`src/rtl/tl_pkg.sv`:
```
package tl_pkg;
  localparam int PHASE_W   = 4;
  localparam int PH_EW_YEL = 3;
  localparam int PH_NS_YEL = 7;
  localparam int PH_LAST   = (1 << PHASE_W) - 1;
  typedef logic [PHASE_W-1:0] phase_t;
  typedef struct packed {
    logic red;
    logic yel;
    logic grn;
  } lamp_t;
endpackage

```
`src/rtl/tl_rst_sync.sv`:
```
module tl_rst_sync (
  input  logic clk,
  input  logic arst_n,
  output logic rst_sync_n
);
  logic [1:0] sync_q;

  always_ff @(posedge clk or negedge arst_n) begin
    if (!arst_n) sync_q <= 2'b00;
    else         sync_q <= {sync_q[0], 1'b1};
  end

  assign rst_sync_n = sync_q[1];
endmodule

```
`src/rtl/tl_tick_gen.sv`:
```
module tl_tick_gen #(
  parameter int PRE_W    = 18,
  parameter int SUB_LAST = 190
) (
  input  logic clk,
  input  logic rst_n,
  output logic tick
);
  localparam int SUB_W = (SUB_LAST < 1) ? 1 : $clog2(SUB_LAST + 1);

  logic [PRE_W-1:0] pre_q, pre_d;
  logic [SUB_W-1:0] sub_q, sub_d;
  logic             pre_wrap, sub_wrap;

  assign pre_wrap = &pre_q;
  assign sub_wrap = (sub_q == SUB_W'(SUB_LAST));
  assign tick     = pre_wrap && sub_wrap;

  always_comb begin
    pre_d = pre_q + 1'b1;
    sub_d = sub_q;
    if (pre_wrap) sub_d = sub_wrap ? '0 : sub_q + 1'b1;
  end

  always_ff @(posedge clk or negedge rst_n) begin
    if (!rst_n) begin
      pre_q <= '0;
      sub_q <= '0;
    end else begin
      pre_q <= pre_d;
      sub_q <= sub_d;
    end
  end

  // one-second enable is a single-cycle pulse
  assert_tick_single_R2: assert property (@(posedge clk) disable iff (!rst_n)
    tick |=> !tick);
endmodule

```
`src/rtl/tl_walk_latch.sv`:
```
module tl_walk_latch (
  input  logic clk,
  input  logic rst_n,
  input  logic set_i,
  input  logic clr_i,
  output logic req_o
);
  logic req_q, req_d;

  always_comb begin
    req_d = req_q;
    if (set_i)      req_d = 1'b1;
    else if (clr_i) req_d = 1'b0;
  end

  always_ff @(posedge clk or negedge rst_n) begin
    if (!rst_n) req_q <= 1'b0;
    else        req_q <= req_d;
  end

  assign req_o = req_q;

  assert_set_wins_R7: assert property (@(posedge clk) disable iff (!rst_n)
    set_i |=> req_o);
  assert_clear_R8: assert property (@(posedge clk) disable iff (!rst_n)
    (!set_i && clr_i) |=> !req_o);
endmodule

```
`src/rtl/tl_phase_ctr.sv`:
```
module tl_phase_ctr
  import tl_pkg::*;
(
  input  logic   clk,
  input  logic   rst_n,
  input  logic   tick,
  input  logic   walk_req,
  output phase_t phase
);
  phase_t phase_q, phase_d;

  always_comb begin
    phase_d = phase_q;
    if (tick) begin
      if (phase_q == phase_t'(PH_NS_YEL) && !walk_req) phase_d = '0;
      else if (phase_q == phase_t'(PH_LAST))            phase_d = '0;
      else                                              phase_d = phase_q + 1'b1;
    end
  end

  always_ff @(posedge clk or negedge rst_n) begin
    if (!rst_n) phase_q <= '0;
    else        phase_q <= phase_d;
  end

  assign phase = phase_q;

  assert_hold_R2: assert property (@(posedge clk) disable iff (!rst_n)
    !tick |=> $stable(phase));
  assert_wrap_idle_R5: assert property (@(posedge clk) disable iff (!rst_n)
    (tick && phase == phase_t'(PH_NS_YEL) && !walk_req) |=> phase == '0);
  assert_walk_entry_R6: assert property (@(posedge clk) disable iff (!rst_n)
    (tick && phase == phase_t'(PH_NS_YEL) && walk_req) |=> phase == phase_t'(PH_NS_YEL + 1));
endmodule

```
`src/rtl/tl_lamp_dec.sv`:
```
module tl_lamp_dec
  import tl_pkg::*;
(
  input  logic   clk,
  input  logic   rst_n,
  input  phase_t phase,
  output lamp_t  ns,
  output lamp_t  ew
);
  always_comb begin
    ns = '{red: 1'b1, yel: 1'b0, grn: 1'b0};
    ew = '{red: 1'b1, yel: 1'b0, grn: 1'b0};
    if (phase[PHASE_W-1]) begin
      ns.yel = 1'b1;
      ew.yel = 1'b1;
    end else if (phase < phase_t'(PH_EW_YEL)) begin
      ew = '{red: 1'b0, yel: 1'b0, grn: 1'b1};
    end else if (phase == phase_t'(PH_EW_YEL)) begin
      ew = '{red: 1'b0, yel: 1'b1, grn: 1'b0};
    end else if (phase < phase_t'(PH_NS_YEL)) begin
      ns = '{red: 1'b0, yel: 1'b0, grn: 1'b1};
    end else begin
      ns = '{red: 1'b0, yel: 1'b1, grn: 1'b0};
    end
  end

  assert_one_lamp_R3: assert property (@(posedge clk) disable iff (!rst_n)
    !phase[PHASE_W-1] |-> ($countones(ns) == 1 && $countones(ew) == 1));
  assert_no_green_walk_R6: assert property (@(posedge clk) disable iff (!rst_n)
    phase[PHASE_W-1] |-> (!ns.grn && !ew.grn));
  assert_one_green_R4: assert property (@(posedge clk) disable iff (!rst_n)
    !(ns.grn && ew.grn));
endmodule

```
`src/rtl/traffic_walk_ctrl.sv`:
```
module traffic_walk_ctrl #(
  parameter int PRE_W    = 18,
  parameter int SUB_LAST = 190
) (
  input  logic clk,
  input  logic rst_n,
  input  logic walk_btn,
  output logic ns_red,
  output logic ns_yel,
  output logic ns_grn,
  output logic ew_red,
  output logic ew_yel,
  output logic ew_grn,
  output logic walk_pending
);
  import tl_pkg::*;

  logic   rst_int_n;
  logic   tick;
  logic   walk_q;
  phase_t phase;
  lamp_t  ns, ew;

  tl_rst_sync u_rst (.clk(clk), .arst_n(rst_n), .rst_sync_n(rst_int_n));

  tl_tick_gen #(.PRE_W(PRE_W), .SUB_LAST(SUB_LAST)) u_tick (
    .clk(clk), .rst_n(rst_int_n), .tick(tick));

  tl_walk_latch u_walk (
    .clk(clk), .rst_n(rst_int_n), .set_i(walk_btn),
    .clr_i(phase[PHASE_W-1]), .req_o(walk_q));

  tl_phase_ctr u_phase (
    .clk(clk), .rst_n(rst_int_n), .tick(tick), .walk_req(walk_q), .phase(phase));

  tl_lamp_dec u_dec (
    .clk(clk), .rst_n(rst_int_n), .phase(phase), .ns(ns), .ew(ew));

  assign ns_red       = ns.red;
  assign ns_yel       = ns.yel;
  assign ns_grn       = ns.grn;
  assign ew_red       = ew.red;
  assign ew_yel       = ew.yel;
  assign ew_grn       = ew.grn;
  assign walk_pending = walk_q;

  assert_reset_state_R1: assert property (@(posedge clk) disable iff (!rst_n)
    !rst_int_n |-> (ew_grn && ns_red && !walk_pending));
endmodule

```
`config.mk`:
```
export PLATFORM = sky130hd
export DESIGN_NAME = traffic_walk_ctrl
export DESIGN_NICKNAME = d
export VERILOG_FILES = /design/src/rtl/tl_pkg.sv /design/src/rtl/tl_rst_sync.sv /design/src/rtl/tl_tick_gen.sv /design/src/rtl/tl_walk_latch.sv /design/src/rtl/tl_phase_ctr.sv /design/src/rtl/tl_lamp_dec.sv /design/src/rtl/traffic_walk_ctrl.sv
export SDC_FILE = /design/constraint.sdc
export NUM_CORES = 1
export LEC_CHECK = 0
export BUFFER_PORTS_ARGS = -buffer_cell sky130_fd_sc_hd__buf_2
export CAP_MARGIN = 10
export CORE_ASPECT_RATIO = 0.7
export CORE_MARGIN = 2
export CORE_UTILIZATION = 35
export CTS_CLUSTER_DIAMETER = 80
export DETAILED_ROUTE_END_ITERATION = 10
export PLACE_DENSITY = 0.61
export REMOVE_ABC_BUFFERS = 1
export SYNTH_ARGS = -nofsm -noshare
export SYNTH_HDL_FRONTEND = slang
export SYNTH_SLANG_ARGS = --single-unit
```
`constraint.sdc`:
```
create_clock -name clk -period 3.1 [get_ports clk]
set_input_delay 0.465 -clock clk [delete_from_list [all_inputs] [get_ports clk]]
set_output_delay 0.465 -clock clk [all_outputs]
set_load 0.1 [all_outputs]
```
==> summary.txt <==
RUN STATUS
------------------------------------------------------------------------------------------
Outcome                                                                       finished clean

ROUTE
------------------------------------------------------------------------------------------
Final WL                                                                           2.79 mm
Uppermost layer routed                                                                met4
Number of optimization iterations in the first detailed-route pass                       4
Number of vias per cell                                                               5.07
Met2 wire length                                                                   1.20 mm
Met3 Wirelength                                                                     125 um
Average wire length per cell after detail routing                                  12.8 um
DRC errors left                                                                          0
Number of DRC markers after the initial detailed-route iteration                       103
Routed Antenna Nets                                                                      0
Sum of routed wire segments on met1                                                1.41 mm
Number of vias after detailed routing                                                 1105

TIMING
------------------------------------------------------------------------------------------
Final Cycle Share                                                                    71.5%
Total negative slack                                                                  0 ps
Hold violation total from the final report                                               0
Slew of the pin with the lowest slew margin                                         643 ps
Final critical path time including I/O delays and setup                            2220 ps
Final number of setup-violating endpoints                                                0
Unrepaired setup endpoints after global routing                                      false
Worst slew margin                                                                    56.8%
Skew final                                                                         6.54 ps
Total count of max-transition violations in the final report                             0
Maximum clock frequency                                                          0.451 GHz

SYNTHESIS
------------------------------------------------------------------------------------------
Top-area cell type share of the netlist area                                         51.7%
Seq cells post-synth                                                                    33
Number of warning messages in the yosys log                                              0
Proportion of synthesized area in mux cells                                          3.76%
Register area share after synthesis                                                  51.7%
Cell count after synthesis                                                             147
Top cell type by total area after synthesis                                   sky130_fd_sc_hd__dfrtp_1
Compound-gate portion of the synthesized area                                        8.07%
Number of library cell types mapped by synthesis                                        33
Share of synthesized cell area in full adder, half adder and majority cells          3.13%
Simple-Gate Fraction of Synth Area                                                   21.4%
Xor/xnor cell area share of the yosys netlist                                        9.33%
Leading post-synthesis cells by cell area                                     sky130_fd_sc_hd__dfrtp_1 52%, sky130_fd_sc_hd__xnor2_1 4.9%, sky130_fd_sc_hd__xor2_1 4.4%
Mean Syn Cell Area                                                               10.9 um^2
Mapped cell area                                                                 1600 um^2
Dominant combinational cell family by area after synthesis                    simple AND/OR/NAND/NOR gates

LAYOUT
------------------------------------------------------------------------------------------
Area Overhead vs Synth                                                               13.4%
Commonest cells after routing, fill and taps aside                            33 x sky130_fd_sc_hd__dfrtp_1, 13 x sky130_fd_sc_hd__nor2_1, 11 x sky130_fd_sc_hd__nand3_1
Share of final-layout standard cells stronger than drive strength 1                  17.8%
Filler cell count in the final layout                                                  412
Number of antenna cells inserted                                                         0
Most common library cell in the layout ignoring fill and taps                 sky130_fd_sc_hd__dfrtp_1
Area of combinational cells with multiple inputs                                  733 um^2
Final Core Density                                                                   41.6%
Final net count                                                                        169
Sequential cell area in the final layout                                          826 um^2

WORST SETUP PATH
------------------------------------------------------------------------------------------
Startpoint type of the worst setup path                                           register
Arr. time, crit path                                                               2380 ps
Required arrival time at the worst endpoint                                        3260 ps
Crit end category                                                                 register
Critical path peak fanout                                                               10
Startpoint-to-endpoint class of the critical path                                  reg2reg

PLACEMENT
------------------------------------------------------------------------------------------
Detailed Place HPWL                                                                2.03 mm
RD Place Congestion                                                                  0.859
Buffers added on ports                                                                   9

FLOORPLAN
------------------------------------------------------------------------------------------
Die height                                                                         60.5 um
Effective utilization at floorplan                                                   36.7%
Full die area                                                                    5130 um^2
Die Width                                                                          84.7 um
Io pins                                                                                 10
Cell Rows                                                                               20
Core box area                                                                    4350 um^2

GLOBAL ROUTING
------------------------------------------------------------------------------------------
Pin count of the biggest net entering global routing                                    23
Overflow after GRT                                                                       0
Initial antenna violation count                                                          0
Overall fraction of global-route tracks in use                                       12.1%
Wire length of the first global-routing pass                                       4.73 mm
Via count of the first global-routing pass                                            1008

CLOCK TREE
------------------------------------------------------------------------------------------
Clock Latency Late Sink                                                             280 ps
Hold Buf Count CTS                                                                       1
Clock Pin Slew Worst Setup and Hold Paths                                            60 ps
TritonCTS clock tree                                                                   yes
Clock Sink Count                                                                        33
Gates resized, CTS repair                                                                0
Number of H-tree levels                                                                  2
Clock tree root buffer cell                                                   sky130_fd_sc_hd__clkbuf_8
Longest Clk Path Bufs                                                                    2
Inserted Clock Buffers                                                                   5
Post-CTS Setup Bufs                                                                      0

POWER AND IR DROP
------------------------------------------------------------------------------------------
Static Leak                                                                       0.830 nW
PD cells                                                                       441 nW/um^2
Tot Pwr                                                                           0.799 mW
Max rail drop VDD                                                               0.000358 V

RUN
------------------------------------------------------------------------------------------
Maxcap violations                                                                        0

WORST HOLD PATH
------------------------------------------------------------------------------------------
Class of the most critical hold timing path                                      reg2async

==> state kept, by name, summed over array words and instances, names as in the netlist <==
register,flops
u_tick.pre_q,18
u_tick.sub_q,8
u_phase.phase,4
u_rst.sync_q,2
u_walk.req_o,1
==> layer usage <==
layer	vias up	global-route usage, %
met5	-	0
li1	549	-
met4	0	7.26
met3	4	3.40
met1	524	16.9
met2	28	17.0
==> final timing paths <==
| kind | from | to | slack [ps] | depth (start not counted) |
|---|---|---|---|---|
| setup / recovery | u_tick.pre_q[0]$_DFF_PN0_ | u_tick.sub_q[1]$_DFFE_PN0P_ | 880 | 5 |
| hold / removal | u_rst.sync_q[1]$_DFF_PN0_ | u_tick.sub_q[5]$_DFFE_PN0P_ | 160 | 0 |
| setup reg to reg | u_tick.pre_q[0]$_DFF_PN0_ | u_tick.sub_q[1]$_DFFE_PN0P_ | 880 | 5 |
| hold reg to reg | u_rst.sync_q[1]$_DFF_PN0_ | u_tick.sub_q[5]$_DFFE_PN0P_ | 160 | 0 |
| max in group asynchronous | u_rst.sync_q[1]$_DFF_PN0_ | u_tick.pre_q[17]$_DFF_PN0_ | 2310 | 1 |
| min in group clk | u_rst.sync_q[0]$_DFF_PN0_ | u_rst.sync_q[1]$_DFF_PN0_ | 350 | 0 |
==> Yosys cell counts <==
master and instances:
sky130_fd_sc_hd__dfrtp_1 33, sky130_fd_sc_hd__nor2_1 13, sky130_fd_sc_hd__nand3_1 11, sky130_fd_sc_hd__a31oi_1 9, sky130_fd_sc_hd__nand2_1 9, sky130_fd_sc_hd__xnor2_1 9, sky130_fd_sc_hd__xor2_1 8, sky130_fd_sc_hd__inv_1 5
sky130_fd_sc_hd__nand4_1 5, sky130_fd_sc_hd__ha_1 4, sky130_fd_sc_hd__mux2_2 4, sky130_fd_sc_hd__o21ai_0 4, sky130_fd_sc_hd__a21oi_1 3, sky130_fd_sc_hd__and2_1 3, sky130_fd_sc_hd__and3_1 3, sky130_fd_sc_hd__nand2b_1 3
sky130_fd_sc_hd__a21o_1 2, sky130_fd_sc_hd__clkbuf_1 2, sky130_fd_sc_hd__nor3_1 2, sky130_fd_sc_hd__o21a_1 2, sky130_fd_sc_hd__a22oi_1 1, sky130_fd_sc_hd__and4b_1 1, sky130_fd_sc_hd__buf_6 1, sky130_fd_sc_hd__conb_1 1
sky130_fd_sc_hd__mux2_4 1, sky130_fd_sc_hd__nand3_2 1, sky130_fd_sc_hd__nand4_4 1, sky130_fd_sc_hd__nor4_1 1, sky130_fd_sc_hd__nor4_2 1, sky130_fd_sc_hd__nor4_4 1, sky130_fd_sc_hd__or2_2 1, sky130_fd_sc_hd__or4_1 1
sky130_fd_sc_hd__or4_4 1
==> area by class of cell <==
cell class | count | area share (%)
inverters | 5 | 1.04
repair buffers | 11 | 3.46
clock inverters | 1 | 0.276
multi-input cells | 106 | 40.5
flip-flops and latches | 33 | 45.6
clock buffers | 7 | 5.32
well taps | 55 | 3.80
==> stage by stage <==
step	area, um^2	cells	worst slack (ps)	hold WS [ps]
3_5_place_dp	1700	209	916	179
3_3_place_gp	1700	209	1020	163
6_report	1810	218	884	163
4_1_cts	1810	218	891	181
5_1_grt	1810	218	719	210
2_1_floorplan	1580	144	32.8	169
==> cells by family after synthesis <==
logic type / Yosys count
and+or+nand+nor: 58
DFF: 33
AOI/OAI and AO/OA: 21
xor gates and xnor gates: 17
buffers and inverters: 8
muxes: 5
adders and majority gates: 4
other: 1
==> report_power, final <==
group	switching [mW]	internal, mW
clock network	0.148	0.200
registers	0.00307	0.433
logic	0.0115	0.00327
==> critical path, cell delays in order (launching register included) <==
cell	delay, ps
sky130_fd_sc_hd__dfrtp_1	390
sky130_fd_sc_hd__ha_1	270
sky130_fd_sc_hd__nand4_4	160
sky130_fd_sc_hd__nor4_4	580
sky130_fd_sc_hd__and2_1	380
sky130_fd_sc_hd__mux2_4	330
(Power assumes the default switching activity.)
